**src/rtl/irq_entry_pkg.sv**
```systemverilog
// Package: shared constants and types for the interrupt entry controller.
// Assumes an 8-bit PSW with the flag positions below; other bits pass through.
package irq_entry_pkg;
    localparam int PSW_W  = 8;
    localparam int ID_BIT = 5;   // interrupt disable
    localparam int EP_BIT = 6;   // exception in progress
    localparam int NP_BIT = 7;   // NMI in progress

    typedef enum logic [1:0] {
        ENT_NONE  = 2'd0,
        ENT_RESET = 2'd1,
        ENT_NMI   = 2'd2,
        ENT_MASK  = 2'd3
    } entry_kind_e;
endpackage

```
**src/rtl/irq_edge_pend.sv**
```systemverilog
// Module: edge detector with a sticky pending bit per line.
// A 0->1 edge sets the bit; a take clears it; clr_all drops every bit.
// Assumes the lines are already synchronous to clk.
module irq_edge_pend #(
    parameter int W = 1
) (
    input  logic         clk,
    input  logic         rst_n,
    input  logic         clr_all,
    input  logic [W-1:0] req_i,
    input  logic [W-1:0] take_i,
    output logic [W-1:0] pend_o
);
    logic [W-1:0] prev_q;

    for (genvar g = 0; g < W; g++) begin : g_line
        // Track the previous level and update the sticky pending bit.
        always_ff @(posedge clk) begin
            if (!rst_n) begin
                prev_q[g] <= 1'b0;
                pend_o[g] <= 1'b0;
            end else begin
                prev_q[g] <= req_i[g];
                if (clr_all)
                    pend_o[g] <= 1'b0;
                else
                    pend_o[g] <= (pend_o[g] & ~take_i[g]) | (req_i[g] & ~prev_q[g]);
            end
        end
    end
endmodule

```
**src/rtl/irq_arbiter.sv**
```systemverilog
// Module: combinational priority and masking.
// Priority: reset, then NMI (blocked by NP), then the lowest pending
// maskable line (blocked by NP or ID). Grants at most one per cycle.
module irq_arbiter
    import irq_entry_pkg::*;
#(
    parameter int NUM_MASK = 6,
    localparam int IDX_W   = $clog2(NUM_MASK)
) (
    input  logic                hw_reset,
    input  logic                pend_nmi,
    input  logic [NUM_MASK-1:0] pend_mask,
    input  logic                np_flag,
    input  logic                id_flag,
    output entry_kind_e         kind,
    output logic                take_nmi,
    output logic [NUM_MASK-1:0] take_mask,
    output logic [IDX_W-1:0]    mask_idx
);
    logic             any_mask;
    logic [IDX_W-1:0] low_idx;

    // Find the lowest-numbered pending maskable line.
    always_comb begin
        low_idx  = '0;
        any_mask = 1'b0;
        for (int i = NUM_MASK - 1; i >= 0; i--) begin
            if (pend_mask[i]) begin
                low_idx  = IDX_W'(i);
                any_mask = 1'b1;
            end
        end
    end

    // Choose the winning entry kind and the one-hot take signals.
    always_comb begin
        kind      = ENT_NONE;
        take_nmi  = 1'b0;
        take_mask = '0;
        mask_idx  = low_idx;
        if (hw_reset) begin
            kind = ENT_RESET;
        end else if (pend_nmi && !np_flag) begin
            kind     = ENT_NMI;
            take_nmi = 1'b1;
        end else if (any_mask && !np_flag && !id_flag) begin
            kind               = ENT_MASK;
            take_mask[low_idx] = 1'b1;
        end
    end
endmodule

```
**src/rtl/irq_ctx_regs.sv**
```systemverilog
// Module: PSW, cause register, save registers and registered entry outputs.
// Assumes kind/mask_idx come from the arbiter in the same cycle.
module irq_ctx_regs
    import irq_entry_pkg::*;
#(
    parameter int                NUM_MASK  = 6,
    parameter int                XLEN      = 32,
    parameter logic [XLEN-1:0]   NMI_VEC   = 32'h10,
    parameter logic [XLEN-1:0]   VEC_BASE  = 32'h80,
    parameter logic [XLEN-1:0]   VEC_STEP  = 32'h10,
    parameter logic [PSW_W-1:0]  RESET_PSW = 8'h20,
    localparam int               IDX_W     = $clog2(NUM_MASK),
    localparam int               HALF_W    = 16
) (
    input  logic              clk,
    input  logic              rst_n,
    input  entry_kind_e       kind,
    input  logic [IDX_W-1:0]  mask_idx,
    input  logic [XLEN-1:0]   cur_pc,
    input  logic              nmi_ret,
    input  logic              int_ret,
    output logic              entry_valid,
    output logic [XLEN-1:0]   entry_pc,
    output logic              cause_we,
    output logic [PSW_W-1:0]  psw_q,
    output logic [2*HALF_W-1:0] ecr_q,
    output logic [XLEN-1:0]   fepc_q,
    output logic [PSW_W-1:0]  fepsw_q,
    output logic [XLEN-1:0]   eipc_q,
    output logic [PSW_W-1:0]  eipsw_q
);
    logic [PSW_W-1:0] psw_ret;
    logic [XLEN-1:0]  mask_vec;

    // Apply the return strobes to the current PSW.
    always_comb begin
        psw_ret = psw_q;
        if (nmi_ret) psw_ret[NP_BIT] = 1'b0;
        if (int_ret) psw_ret[ID_BIT] = 1'b0;
    end

    // Compute the maskable handler address from the line index.
    always_comb mask_vec = VEC_BASE + XLEN'(mask_idx) * VEC_STEP;

    // Register the entry outputs and update the context state.
    always_ff @(posedge clk) begin
        if (!rst_n) begin
            entry_valid <= 1'b0;
            entry_pc    <= '0;
            cause_we    <= 1'b0;
            psw_q       <= RESET_PSW;
            ecr_q       <= '0;
            fepc_q      <= '0;
            fepsw_q     <= '0;
            eipc_q      <= '0;
            eipsw_q     <= '0;
        end else begin
            entry_valid <= (kind != ENT_NONE);
            cause_we    <= (kind != ENT_NONE);
            unique case (kind)
                ENT_RESET: begin
                    entry_pc <= '0;
                    psw_q    <= RESET_PSW;
                    ecr_q    <= '0;
                end
                ENT_NMI: begin
                    fepc_q   <= cur_pc;
                    fepsw_q  <= psw_q;
                    psw_q    <= (psw_ret | (PSW_W'(1) << NP_BIT) | (PSW_W'(1) << ID_BIT))
                                & ~(PSW_W'(1) << EP_BIT);
                    ecr_q    <= {NMI_VEC[HALF_W-1:0], ecr_q[HALF_W-1:0]};
                    entry_pc <= NMI_VEC;
                end
                ENT_MASK: begin
                    eipc_q   <= cur_pc;
                    eipsw_q  <= psw_q;
                    psw_q    <= (psw_ret | (PSW_W'(1) << ID_BIT)) & ~(PSW_W'(1) << EP_BIT);
                    ecr_q    <= {ecr_q[2*HALF_W-1:HALF_W], mask_vec[HALF_W-1:0]};
                    entry_pc <= mask_vec;
                end
                default: psw_q <= psw_ret;
            endcase
        end
    end
endmodule

```
**src/rtl/irq_entry_ctrl.sv**
```systemverilog
// Module: top of the interrupt entry controller.
// Ties edge/pending capture, arbitration and context registers together.
// Assumes all inputs are synchronous to clk.
module irq_entry_ctrl
    import irq_entry_pkg::*;
#(
    parameter int               NUM_MASK  = 6,
    parameter int               XLEN      = 32,
    parameter logic [XLEN-1:0]  NMI_VEC   = 32'h10,
    parameter logic [XLEN-1:0]  VEC_BASE  = 32'h80,
    parameter logic [XLEN-1:0]  VEC_STEP  = 32'h10,
    parameter logic [PSW_W-1:0] RESET_PSW = 8'h20
) (
    input  logic                clk,
    input  logic                rst_n,
    input  logic                hw_reset_req,
    input  logic                nmi_req,
    input  logic [NUM_MASK-1:0] irq_req,
    input  logic [XLEN-1:0]     cur_pc,
    input  logic                nmi_ret,
    input  logic                int_ret,
    output logic                entry_valid,
    output logic [XLEN-1:0]     entry_pc,
    output logic                cause_we,
    output logic [PSW_W-1:0]    psw_o,
    output logic [31:0]         ecr_o,
    output logic [XLEN-1:0]     fepc_o,
    output logic [PSW_W-1:0]    fepsw_o,
    output logic [XLEN-1:0]     eipc_o,
    output logic [PSW_W-1:0]    eipsw_o
);
    localparam int IDX_W = $clog2(NUM_MASK);

    entry_kind_e         ent_kind;
    logic                pend_nmi;
    logic [NUM_MASK-1:0] pend_mask;
    logic                take_nmi;
    logic [NUM_MASK-1:0] take_mask;
    logic [IDX_W-1:0]    mask_idx;

    irq_edge_pend #(.W(1)) u_nmi_pend (
        .clk(clk), .rst_n(rst_n), .clr_all(hw_reset_req),
        .req_i(nmi_req), .take_i(take_nmi), .pend_o(pend_nmi)
    );

    irq_edge_pend #(.W(NUM_MASK)) u_mask_pend (
        .clk(clk), .rst_n(rst_n), .clr_all(hw_reset_req),
        .req_i(irq_req), .take_i(take_mask), .pend_o(pend_mask)
    );

    irq_arbiter #(.NUM_MASK(NUM_MASK)) u_arb (
        .hw_reset(hw_reset_req), .pend_nmi(pend_nmi), .pend_mask(pend_mask),
        .np_flag(psw_o[NP_BIT]), .id_flag(psw_o[ID_BIT]),
        .kind(ent_kind), .take_nmi(take_nmi), .take_mask(take_mask),
        .mask_idx(mask_idx)
    );

    irq_ctx_regs #(
        .NUM_MASK(NUM_MASK), .XLEN(XLEN), .NMI_VEC(NMI_VEC),
        .VEC_BASE(VEC_BASE), .VEC_STEP(VEC_STEP), .RESET_PSW(RESET_PSW)
    ) u_ctx (
        .clk(clk), .rst_n(rst_n), .kind(ent_kind), .mask_idx(mask_idx),
        .cur_pc(cur_pc), .nmi_ret(nmi_ret), .int_ret(int_ret),
        .entry_valid(entry_valid), .entry_pc(entry_pc), .cause_we(cause_we),
        .psw_q(psw_o), .ecr_q(ecr_o), .fepc_q(fepc_o), .fepsw_q(fepsw_o),
        .eipc_q(eipc_o), .eipsw_q(eipsw_o)
    );
endmodule

```
**config.mk**
```make
export PLATFORM = sky130hd
export DESIGN_NAME = irq_entry_ctrl
export DESIGN_NICKNAME = d
export VERILOG_FILES = /design/src/rtl/irq_entry_pkg.sv /design/src/rtl/irq_edge_pend.sv /design/src/rtl/irq_arbiter.sv /design/src/rtl/irq_ctx_regs.sv /design/src/rtl/irq_entry_ctrl.sv
export SDC_FILE = /design/constraint.sdc
export NUM_CORES = 1
export LEC_CHECK = 0
export CORE_ASPECT_RATIO = 0.6
export CORE_UTILIZATION = 41
export CTS_CLUSTER_DIAMETER = 100
export DETAILED_ROUTE_END_ITERATION = 8
export PLACE_DENSITY_LB_ADDON = 0.25
export SYNTH_ARGS = -nofsm -noshare
export SYNTH_HDL_FRONTEND = slang
export SYNTH_SLANG_ARGS = --single-unit
```
**constraint.sdc**
```tcl
create_clock -name clk -period 2.5 [get_ports clk]
set_input_delay 0.5 -clock clk [delete_from_list [all_inputs] [get_ports clk]]
set_output_delay 0.5 -clock clk [all_outputs]
set_load 0.05 [all_outputs]
```
==> metrics, run 1 <==
status=complete, no violations; Layout area overhead=34.9%; Std-Cell Rows=28; worst r2r src=u_mask_pend.pend_o[2]$_SDFF_PP0_; global-route wire length before repair=between 10,000 and 15,000 um; Clock Sinks=94; peak supply drop=0.000482 V; post-synthesis cell type count=29; gr usage total=between 10% and 20%; Post-synth ARST share=0%; endpoints failing setup=0; Seq cells post-synth=94; worst hold path type=reg2reg; Core Area=9950 um2; Slew HR=62.8%; setup TNS=0 ns; Required @ worst endpoint=approximately 2 ns; final WL=9120 um; CP max stage delay=~0.88 ns; Seq/Total Area, Yosys=44.5%; FF-to-FF path depth=7; Post-Syn Area=4230 um2; Initial DRC Count=153; Register-to-Register Setup Slack=approximately 0.43 ns; nets=approximately 600; crit path max fanout=8; CP Class=reg2out; Syn Area/Cell=between 10 and 15 um2; hold path depth=2; Final Cycle Share=between 80 and 90%; Mapped Cells=around 420; Post-CTS Hold Fix Bufs=0; initial antenna violation count=0; commonest non-fill, non-tap cell in the layout=clkdlybuf4s50_1; CP Cell Sequence=clkdlybuf4s50_1; Hold Crit Endpoint=u_ctx.ecr_q[7]$_SDFFE_PN0P_; RePlAce Congestion=0.821; slowest cell on the critical path=clkdlybuf4s50_1; H-Tree Level Count=3; Worst Hold Launch=u_ctx.ecr_q[7]$_SDFFE_PN0P_; TritonCTS Buffers=9; pre-CTS WS=between 0.05 and 0.06 ns; Vias per Instance=between 4 and 5; share of the synthesized area in the top cell type=~45%; RSZ-0062 raised after global routing=false; crit path buf inv count=1; YS warnings=0; Leak=between 0.002 and 0.0025 uW; ratio of cells with drive above 1 in the final layout=about 5.7%; crit path DAT=~1.7 ns; Worst R2R End=u_ctx.psw_q[5]$_SDFFE_PN1P_; Final Max Tran Viols=0; Antenna Nets Post-Route=0; residual DRC count=0; Skew-Pair Late Insertion Delay=between 0.3 and 0.4 ns; number of I/O port buffers=between 100 and 150; Bufs on Longest Clock Path=2; Critical Path End Type=output pin; crit path launch type=flip-flop; First-pass DRT Iterations=4; CTS tree=done; PnR Total Power=between 3000 and 4000 uW; largest net degree at the start of global routing=49; Power Density=roughly 690 nW/um2; predominant post-synthesis flop cell=dfxtp_1; Post-synth EDFFs=0; largest cells by area after synthesis=dfxtp_1 45%, mux2i_1 18%, buf_4 13%; Post CTS Setup Buffer Count=0; vias in the first global route=around 2,700; critical path's top delay family=buffers and inverters; post-layout worst setup margin=0.271 ns; dpl hpwl=6610 um; MaxCap Viol Count=0; most frequent cells in the layout=123 x clkdlybuf4s50_1, 94 x dfxtp_1, 74 x nor2b_1, 74 x mux2i_1, 73 x conb_1; cts repair resizes=0; Initial Util=between 40% and 50%; Routed wire per std cell=~14 um; # fillers=872; final instance area=5700 um2; Post-Route Utilization=between 50% and 60%; Die Ht=just over 80 um; placed inst area=approximately 5400 um2; largest area contributor in the netlist=dfxtp_1; Worst Skew=0.00806 ns; endpoints failing hold=0; fin crit period=about 2.2 ns; Worst Tran Pin Value=between 0.5 and 0.6 ns; Clk pin slew, worst setup/hold paths=roughly 0.070 ns; global route overflow=0; antenna fix cells=0; IO Count=just under 200; clock root cell=clkbuf_16; Die Footprint=10,700 um2; die width=approximately 130 um; total number of vias=2,937; Fmax=449 MHz
[how the worst max path moves through the flow]
| stage | from | cells after the start | slack, ns | to |
|---|---|---|---|---|
| finish | u_ctx.psw_q[7]$_SDFF_PN0_ | 1 | 0.27 | psw_o[7] |
| CTS | u_ctx.psw_q[7]$_SDFF_PN0_ | 1 | 0.23 | psw_o[7] |
| global placement | hw_reset_req | 8 | 0.15 | u_ctx.psw_q[5]$_SDFFE_PN1P_ |
| detailed placement | hw_reset_req | 8 | 0.05 | u_ctx.psw_q[5]$_SDFFE_PN1P_ |
| global route | u_ctx.psw_q[7]$_SDFF_PN0_ | 1 | 0.18 | psw_o[7] |
| floorplan | hw_reset_req | 8 | 0.32 | u_ctx.psw_q[5]$_SDFFE_PN1P_ |
[metal layers]
metal	global-route usage (%)	routed length, um	up-vias
li1	-	-	1462
met1	24.1	4580	1340
met2	24.4	3670	127
met3	6.50	808	8
met4	4.09	59	0
met5	0	0	-
[layout make-up]
| type | count | area (um2) | share of cell area (%) |
|---|---|---|---|
| Clock inverter | 6 | 109 | 1.91 |
| Timing Repair Buffer | 134 | 1360 | 23.9 |
| Clock buffer | 10 | 229 | 4.02 |
| Multi-Input combinational cell | 293 | 1940 | 34.0 |
| Tap cell | 135 | 169 | 2.96 |
| Sequential cell | 94 | 1880 | 33.0 |
| Inverter | 3 | 11.3 | 0.197 |
[synth_stat cells, types with 4 or more instances]
cell and n:
a21oi_1 9, and2_1 8, buf_2 9, buf_4 76
clkbuf_1 13, dfxtp_1 94, ha_1 4, mux2i_1 74
nand2_1 10, nand2b_1 8, nor2_1 5, nor2b_1 74
o21ai_0 5
[cell families after synthesis]
kind of cell | Yosys count | synth area share, %
compound gates | 28 | 4.47
mux | 74 | 17.5
simple gates | 114 | 16.1
buf+inv | 102 | 16.1
fa+ha+maj | 4 | 1.18
other cells | 1 | 0.0887
flops | 94 | 44.5
[power breakdown]
group	leakage (uW)	switching [uW]	internal, uW	total (uW)
clock	0.000167	563	978	1540
sequential	0.000763	38.4	1550	1590
combinational	0.00114	545	249	795
[sequential cells by signal, summed over array words and instances, names as in the netlist]
register and cells:
u_mask_pend.prev_q 6, u_ctx.eipc_q 32, u_mask_pend.pend_o 6, u_ctx.eipsw_q 2, u_nmi_pend.pend_o 1, u_ctx.fepc_q 32, u_ctx.ecr_q 5, u_nmi_pend.prev_q 1
u_ctx.entry_pc 4, u_ctx.psw_q 2, u_ctx.fepsw_q 2, u_ctx.entry_valid 1
[per-stage QoR]
stage / hold WS, ns / instances
after CTS: 0.473 / 675
after global routing: 0.492 / 675
final: 0.467 / 675
after detailed placement: 0.462 / 659
after floorplan: 0.462 / 489
after global placement: 0.447 / 659
Note: power is estimated with default switching activity, not from simulation.
==> run 2: changes to the inputs <==
--- a/config.mk
+++ b/config.mk
@@ -5,10 +5,12 @@
 export SDC_FILE = /design/constraint.sdc
 export NUM_CORES = 1
 export LEC_CHECK = 0
+export ABC_CLOCK_PERIOD_IN_PS = 2500
 export CORE_ASPECT_RATIO = 0.6
-export CORE_UTILIZATION = 41
+export CORE_UTILIZATION = 55
 export CTS_CLUSTER_DIAMETER = 100
 export DETAILED_ROUTE_END_ITERATION = 8
+export DONT_BUFFER_PORTS = 1
 export PLACE_DENSITY_LB_ADDON = 0.25
 export SYNTH_ARGS = -nofsm -noshare
 export SYNTH_HDL_FRONTEND = slang
==> run 2 against run 1 <==
Compared with the run above:
- register-to-register slack lost 0.16 ns
- non-clock buffer count decreased by 127
- core utilization rose by 1.7 points
- clock skew decreased by 0.0045 ns
- via count fell by 15%
- routed wire length shrank 14%
- final cell count fell by 23%
- critical path depth increased by 6
- die area decreased by 25%
- critical endpoint is now u_ctx.eipc_q[3]$_SDFFE_PN0N_
- largest cell class unchanged
==> metrics, run 2 (synthesized netlist as in run 1, its figures left out) <==
status=complete, no violations; Clk network pwr share=40.0% (+0.7 points); Switching Share=29.8% (+0.62 points); setup TNS=0 ns (unchanged); CP Cell Sequence=nor4_1 -> a21oi_1 -> o21a_1 -> ha_2 -> buf_4 -> mux2i_1 -> nor2b_1; crit path DAT=2.45 ns (+0.72 ns); Finished Layout Cells=517 (-23%); peak supply drop=0.000480 V (-0.50%); CP Class=reg2reg; Die Footprint=8050 um2 (-25%); clock root cell=clkbuf_16; CP max stage delay=0.49 ns (-0.39 ns); most frequent cells in the layout=94 x dfxtp_1, 74 x nor2b_1, 74 x mux2i_1; Antenna Nets Post-Route=0 (unchanged); global route overflow=0 (unchanged); Post-Route Utilization=59.0% (+1.7 points); gr usage total=19.6% (+2.5 points); Required @ worst endpoint=2.72 ns (+0.72 ns); largest net degree at the start of global routing=93 (+90%); Fmax=449 MHz (about the same); nets=456 (-22%); final WL=7840 um (-14%); critical path's top delay family=flip-flops; ratio of cells with drive above 1 in the final layout=6.54% (+0.80 points); fin crit period=2.23 ns (-0.00189 ns); endpoints failing setup=0 (unchanged); Worst Tran Pin Value=0.652 ns (+0.0960 ns); combinational power share=13.0% (-7.3 points); MaxCap Viol Count=0 (unchanged); cts repair resizes=0 (unchanged); IO Count=198 (unchanged); Placed Instances=501 (-24%); Clock Sinks=94 (unchanged); TritonCTS Buffers=9 (unchanged); RSZ-0062 raised after global routing=false; dpl hpwl=5390 um (-18%); Routed wire per std cell=15.2 um (+12%); top flop regs=u_ctx.eipc_q (32), u_ctx.fepc_q (32); crit path buf inv count=1 (unchanged); global-route wire length before repair=12,000 um (-16%); internal power=2570 uW (-7.5%); crit path launch type=flip-flop; Initial DRC Count=79 (-48%); RePlAce Congestion=0.780 (-5.0%); H-Tree Level Count=3 (unchanged); vias in the first global route=2,308 (-13%); Die Ht=69.9 um (-13%); Layout area overhead=2.69%; Post CTS Setup Buffer Count=0 (unchanged); Final Max Tran Viols=0 (unchanged); endpoints failing hold=0 (unchanged); Sw Pwr=1090 uW (-4.7%); Seq pwr share=47.0% (+6.5 points); commonest non-fill, non-tap cell in the layout=dfxtp_1; worst hold path type=in2reg; Skew-Pair Late Insertion Delay=0.33 ns (about the same); Bufs on Longest Clock Path=2 (unchanged); CTS tree=done; antenna fix cells=0 (unchanged); Critical Path End Type=flip-flop; Post-CTS Hold Fix Bufs=0 (unchanged); residual DRC count=0 (unchanged); Vias per Instance=4.84 (+11%); Slew HR=56.5% (-6.3 points); Clk pin slew, worst setup/hold paths=0.06 ns (about the same); number of I/O port buffers=0 (-100%); Leak=0.00159 uW (-23%); crit path max fanout=23 (+15); Core Area=7360 um2 (-26%); total number of vias=2,500 (-15%); die width=115 um (-13%); Worst Skew=0.00354 ns (-0.00452 ns); Final Cycle Share=89.1% (about the same); First-pass DRT Iterations=4 (unchanged); Initial Util=57.5% (+15 points); Std-Cell Rows=24 (-14%); initial antenna violation count=0 (unchanged); Power Density=843 nW/um2 (+22%); slowest cell on the critical path=dfxtp_1
run 2: cell count changes in the layout (fill, tap and decap cells not counted), sizes merged:
cell / previous run / this run
clkdlybuf4s50: 123 / 0
clkinv: 2 / 3
inv: 4 / 3
clkbuf: 10 / 11
bufinv: 3 / 2
buf: 11 / 7
run 2: area by class of cell:
class	instances	area (um2)
tap	104	130
sequential	94	1880
timing repair buffer	7	52.6
clock inverter	5	82.6
fill	638	3020
multi-input combinational	293	1940
inverter	3	11.3
clock buffer	11	243
run 2: stage by stage:
step           area [um2]  power [uW]  worst slack (ns)  hold WS (ns)
6_report             4340        3660             0.273         0.271
5_1_grt              4340        3800            0.0740         0.267
4_1_cts              4340        3690             0.269         0.248
3_5_place_dp         4020        2230             0.282         0.485
3_3_place_gp         4020        2220             0.312         0.474
2_1_floorplan        4500        2280             0.321         0.462
run 2: metal layers:
layer / vias up / global-route usage [%] / share of wire (%)
met5: - / 0 / 0
met4: 0 / 5.48 / 1.1
met3: 14 / 9.72 / 12
met2: 121 / 28.1 / 42
met1: 1154 / 26.0 / 45
li1: 1211 / - / -
run 2: final timing paths:
kind,from,endpoint,slack (ns),cells past startpoint
worst min-delay path,rst_n,u_ctx.psw_q[5]$_SDFFE_PN1P_,0.27,1
worst max register to register,u_mask_pend.pend_o[2]$_SDFF_PP0_,u_ctx.eipc_q[3]$_SDFFE_PN0N_,0.27,7
worst max-delay path,u_mask_pend.pend_o[2]$_SDFF_PP0_,u_ctx.eipc_q[3]$_SDFFE_PN0N_,0.27,7
worst min register to register,u_mask_pend.prev_q[2]$_SDFF_PN0_,u_mask_pend.pend_o[2]$_SDFF_PP0_,0.49,2
run 2: power groups by stage:
stage | clock network, uW | logic, uW | registers, uW
2_1_floorplan | 0 | 537 | 1750
3_3_place_gp | 0 | 468 | 1750
3_5_place_dp | 0 | 474 | 1750
4_1_cts | 1500 | 474 | 1720
5_1_grt | 1570 | 502 | 1730
6_report | 1460 | 476 | 1720
run 2: worst reg2reg max path: cells and delay by family, from the launching register on:
kind                       cells  cell delay [ns]
DFF                            1             0.49
buffers and inverters          1             0.44
AOI/OAI and AO/OA              2             0.39
adders and majority gates      1             0.37
muxes                          1             0.26
and+or+nand+nor                2             0.19
==> run 3: changes to the inputs <==
--- a/config.mk
+++ b/config.mk
@@ -14,4 +14,5 @@
 export PLACE_DENSITY_LB_ADDON = 0.25
 export SYNTH_ARGS = -nofsm -noshare
 export SYNTH_HDL_FRONTEND = slang
+export SYNTH_HIERARCHICAL = 1
 export SYNTH_SLANG_ARGS = --single-unit
==> run 3 against run 2 <==
Compared with the run above:
- sequential power fell by 2%
- die area is 3.5% higher
- clock power decreased by 9.6%
- core utilization increased by 0.76 points
- worst setup slack gained 0.057 ns
==> metrics, run 3 <==
status=complete, no violations; RePlAce Congestion=0.822 (+5.5%); most used cell, CP=nand3_1; Post-CTS Hold Fix Bufs=0 (unchanged); CP Cell Sequence=nor2_1 -> nand3_1 -> a21o_2 -> inv_1 -> ha_2 -> buf_12 -> o21bai_2 -> nand3_1 -> o21ai_0; # fillers=638 (unchanged); Slew HR=63.4% (+6.8 points); Core Area=7480 um2 (+1.6%); total number of vias=2,530 (+1.2%); IO Count=198 (unchanged); cts repair resizes=0 (unchanged); largest area contributor in the netlist=dfxtp_1; commonest non-fill, non-tap cell in the layout=dfxtp_1; Worst Skew=0.00486 ns (+0.00131 ns); Seq pwr share=48.5% (+1.5 points); Die Footprint=8330 um2 (+3.5%); gr usage total=19.4% (-0.18 points); Final Cycle Share=86.8% (-2.3 points); residual DRC count=0 (unchanged); Layout area overhead=2.06%; YS warnings=6 (+6); share of the synthesized area in the top cell type=43.0% (-1.5 points); largest cells by area after synthesis=dfxtp_1 43%, mux2i_1 16%, buf_4 13%; post-synthesis cell type count=38 (+31%); Antenna Nets Post-Route=0 (unchanged); slowest cell on the critical path=dfxtp_1; Seq cells post-synth=94 (unchanged); Post-synth ARST share=0% (unchanged); most frequent cells in the layout=94 x dfxtp_1, 73 x nor2b_1, 73 x conb_1; Placed Instances=515 (+2.8%); clock root cell=clkbuf_16; Finished Layout Cells=531 (+2.7%); Sw Pwr=1040 uW (-4.6%); TritonCTS Buffers=9 (unchanged); First-pass DRT Iterations=4 (unchanged); Initial Util=58.6% (+1.1 points); CP Class=reg2reg; Critical Path End Type=flip-flop; Vias per Instance=4.76 (-1.5%); initial antenna violation count=0 (unchanged); RSZ-0062 raised after global routing=false; worst hold path type=in2reg; Routed wire per std cell=15.2 um (about the same); Fmax=461 MHz (+2.6%); Required @ worst endpoint=2.75 ns (+0.03 ns); dpl hpwl=5770 um (+7.0%); die width=117 um (+1.7%); Worst Tran Pin Value=0.549 ns (-0.103 ns); Post-Syn Area=4380 um2 (+3.6%); nets=472 (+3.5%); Post CTS Setup Buffer Count=0 (unchanged); Std-Cell Rows=24 (unchanged); setup TNS=0 ns (unchanged); Leak=0.00163 uW (+2.8%); Seq/Total Area, Yosys=43.0% (-1.5 points); Register-to-Register Setup Slack=0.33 ns (+0.06 ns); Initial DRC Count=106 (+34%); Die Ht=71.1 um (+1.7%); antenna fix cells=0 (unchanged); most common cell in the synthesized netlist=dfxtp_1; crit path max fanout=37 (+61%); MaxCap Viol Count=0 (unchanged); Post-synth EDFFs=0 (unchanged); largest net degree at the start of global routing=94 (+1.1%); Bufs on Longest Clock Path=2 (unchanged); crit path DAT=2.42 ns (-0.03 ns); Syn Area/Cell=10.3 um2 (+1.6%); CP max stage delay=0.32 ns (-0.17 ns); top flop regs=u_ctx/eipc_q (32), u_ctx/fepc_q (32); Clock Sinks=94 (unchanged); endpoints failing hold=0 (unchanged); Final Max Tran Viols=0 (unchanged); Skew-Pair Late Insertion Delay=0.33 ns (about the same); vias in the first global route=2,388 (+3.5%); H-Tree Level Count=3 (unchanged); Clk pin slew, worst setup/hold paths=0.06 ns (about the same); multi-input combinational cell area=2070 um2 (+6.4%); Clk network pwr share=38.3% (-1.7 points); internal power=2420 uW (-5.7%); global-route wire length before repair=12,100 um (+1.1%); crit path launch type=flip-flop; Post-synth top cells=94 x dfxtp_1, 75 x buf_4, 73 x nor2b_1; predominant post-synthesis flop cell=dfxtp_1; Switching Share=30.1% (+0.24 points); ratio of cells with drive above 1 in the final layout=9.84% (+3.3 points); fin crit period=2.17 ns (-0.0574 ns); final WL=8050 um (+2.7%); endpoints failing setup=0 (unchanged); Power Density=775 nW/um2 (-8.1%); Mapped Cells=425 (+1.9%); global route overflow=0 (unchanged); peak supply drop=0.000550 V (+15%); combinational power share=13.2% (+0.2 points); number of I/O port buffers=0 (unchanged); CTS tree=done; FF/Latch Area=1880 um2 (unchanged)
[run 3: changes by cell type in the layout (fill, tap and decap cells not counted), moves of 4 or more]
cell	before	now
and2_1	8	3
a21oi_2	0	7
mux2i_1	74	70
and2_2	0	7
or2b_1	0	6
nand3_1	0	8
a21oi_1	9	2
[run 3: power by group through the flow]
stage	combinational, uW	clock (uW)	sequential, uW
finish	458	1320	1680
global route	485	1430	1680
CTS	457	1370	1680
detailed placement	456	0	1710
global placement	450	0	1710
floorplan	516	0	1720
[run 3: path summary, 6_finish.rpt]
path | cells past startpoint | start | end
min | 1 | rst_n | u_ctx/eipsw_q[5]$_SDFFE_PN0N_
min reg2reg | 2 | u_mask_pend/prev_q[1]$_SDFF_PN0_ | u_mask_pend/pend_o[1]$_SDFF_PP0_
max reg2reg | 9 | u_mask_pend/pend_o[3]$_SDFF_PP0_ | u_ctx/ecr_q[5]$_SDFFE_PN0P_
max | 9 | u_mask_pend/pend_o[3]$_SDFF_PP0_ | u_ctx/ecr_q[5]$_SDFFE_PN0P_
[run 3: logic make-up (layout without fill, tap and decap cells)]
logic type / count (synthesis) / count (layout) / synth area share, %
flip-flops: 94 / 94 / 43.0
other: 1 / 73 / 0.0856
AND/OR/NAND/NOR: 132 / 132 / 18.9
AO/OA/AOI/OAI: 26 / 26 / 4.23
adder cells (fa/ha/maj): 6 / 6 / 1.71
multiplexers: 70 / 70 / 16.0
buffers and inverters: 96 / 26 / 16.1
[run 3: layer usage]
metal	track usage [%]	vias up	wire (um)	part of all wire, %
met2	29.1	129	3500	43
met1	23.8	1150	3420	42
li1	-	1241	-	-
met3	11.1	10	1050	13
met4	5.49	0	87	1.1
met5	0	-	0	0
[run 3: worst max-delay path: cells and delay by family, from the launching register on]
family,cells,cell delay (ns)
flip-flops,1,0.32
AO/OA/AOI/OAI,3,0.62
buffers and inverters,2,0.37
AND/OR/NAND/NOR,3,0.56
adder cells (fa/ha/maj),1,0.21
[run 3: final cells by class]
cell class              instances  share of cell area, %
well taps                     104                   2.91
clock inverters                 6                   1.37
clock buffers                  10                   5.12
repair buffers                  7                   2.02
flip-flops and latches         94                   42.1
multi-input cells             307                   46.2
inverters                       3                  0.252
[run 3: stage by stage]
| stage | worst slack [ns] | utilization [%] | hold slack, ns | power, uW | instance area, um2 |
|---|---|---|---|---|---|
| after floorplan | 0.476 | - | 0.468 | 2230 | 4650 |
| after global placement | 0.504 | 55.9 | 0.478 | 2160 | 4180 |
| after detailed placement | 0.365 | 55.9 | 0.480 | 2170 | 4180 |
| after global routing | 0.203 | 59.8 | 0.263 | 3600 | 4470 |
| final | 0.330 | 59.8 | 0.299 | 3460 | 4470 |
| after CTS | 0.346 | 59.8 | 0.247 | 3500 | 4470 |
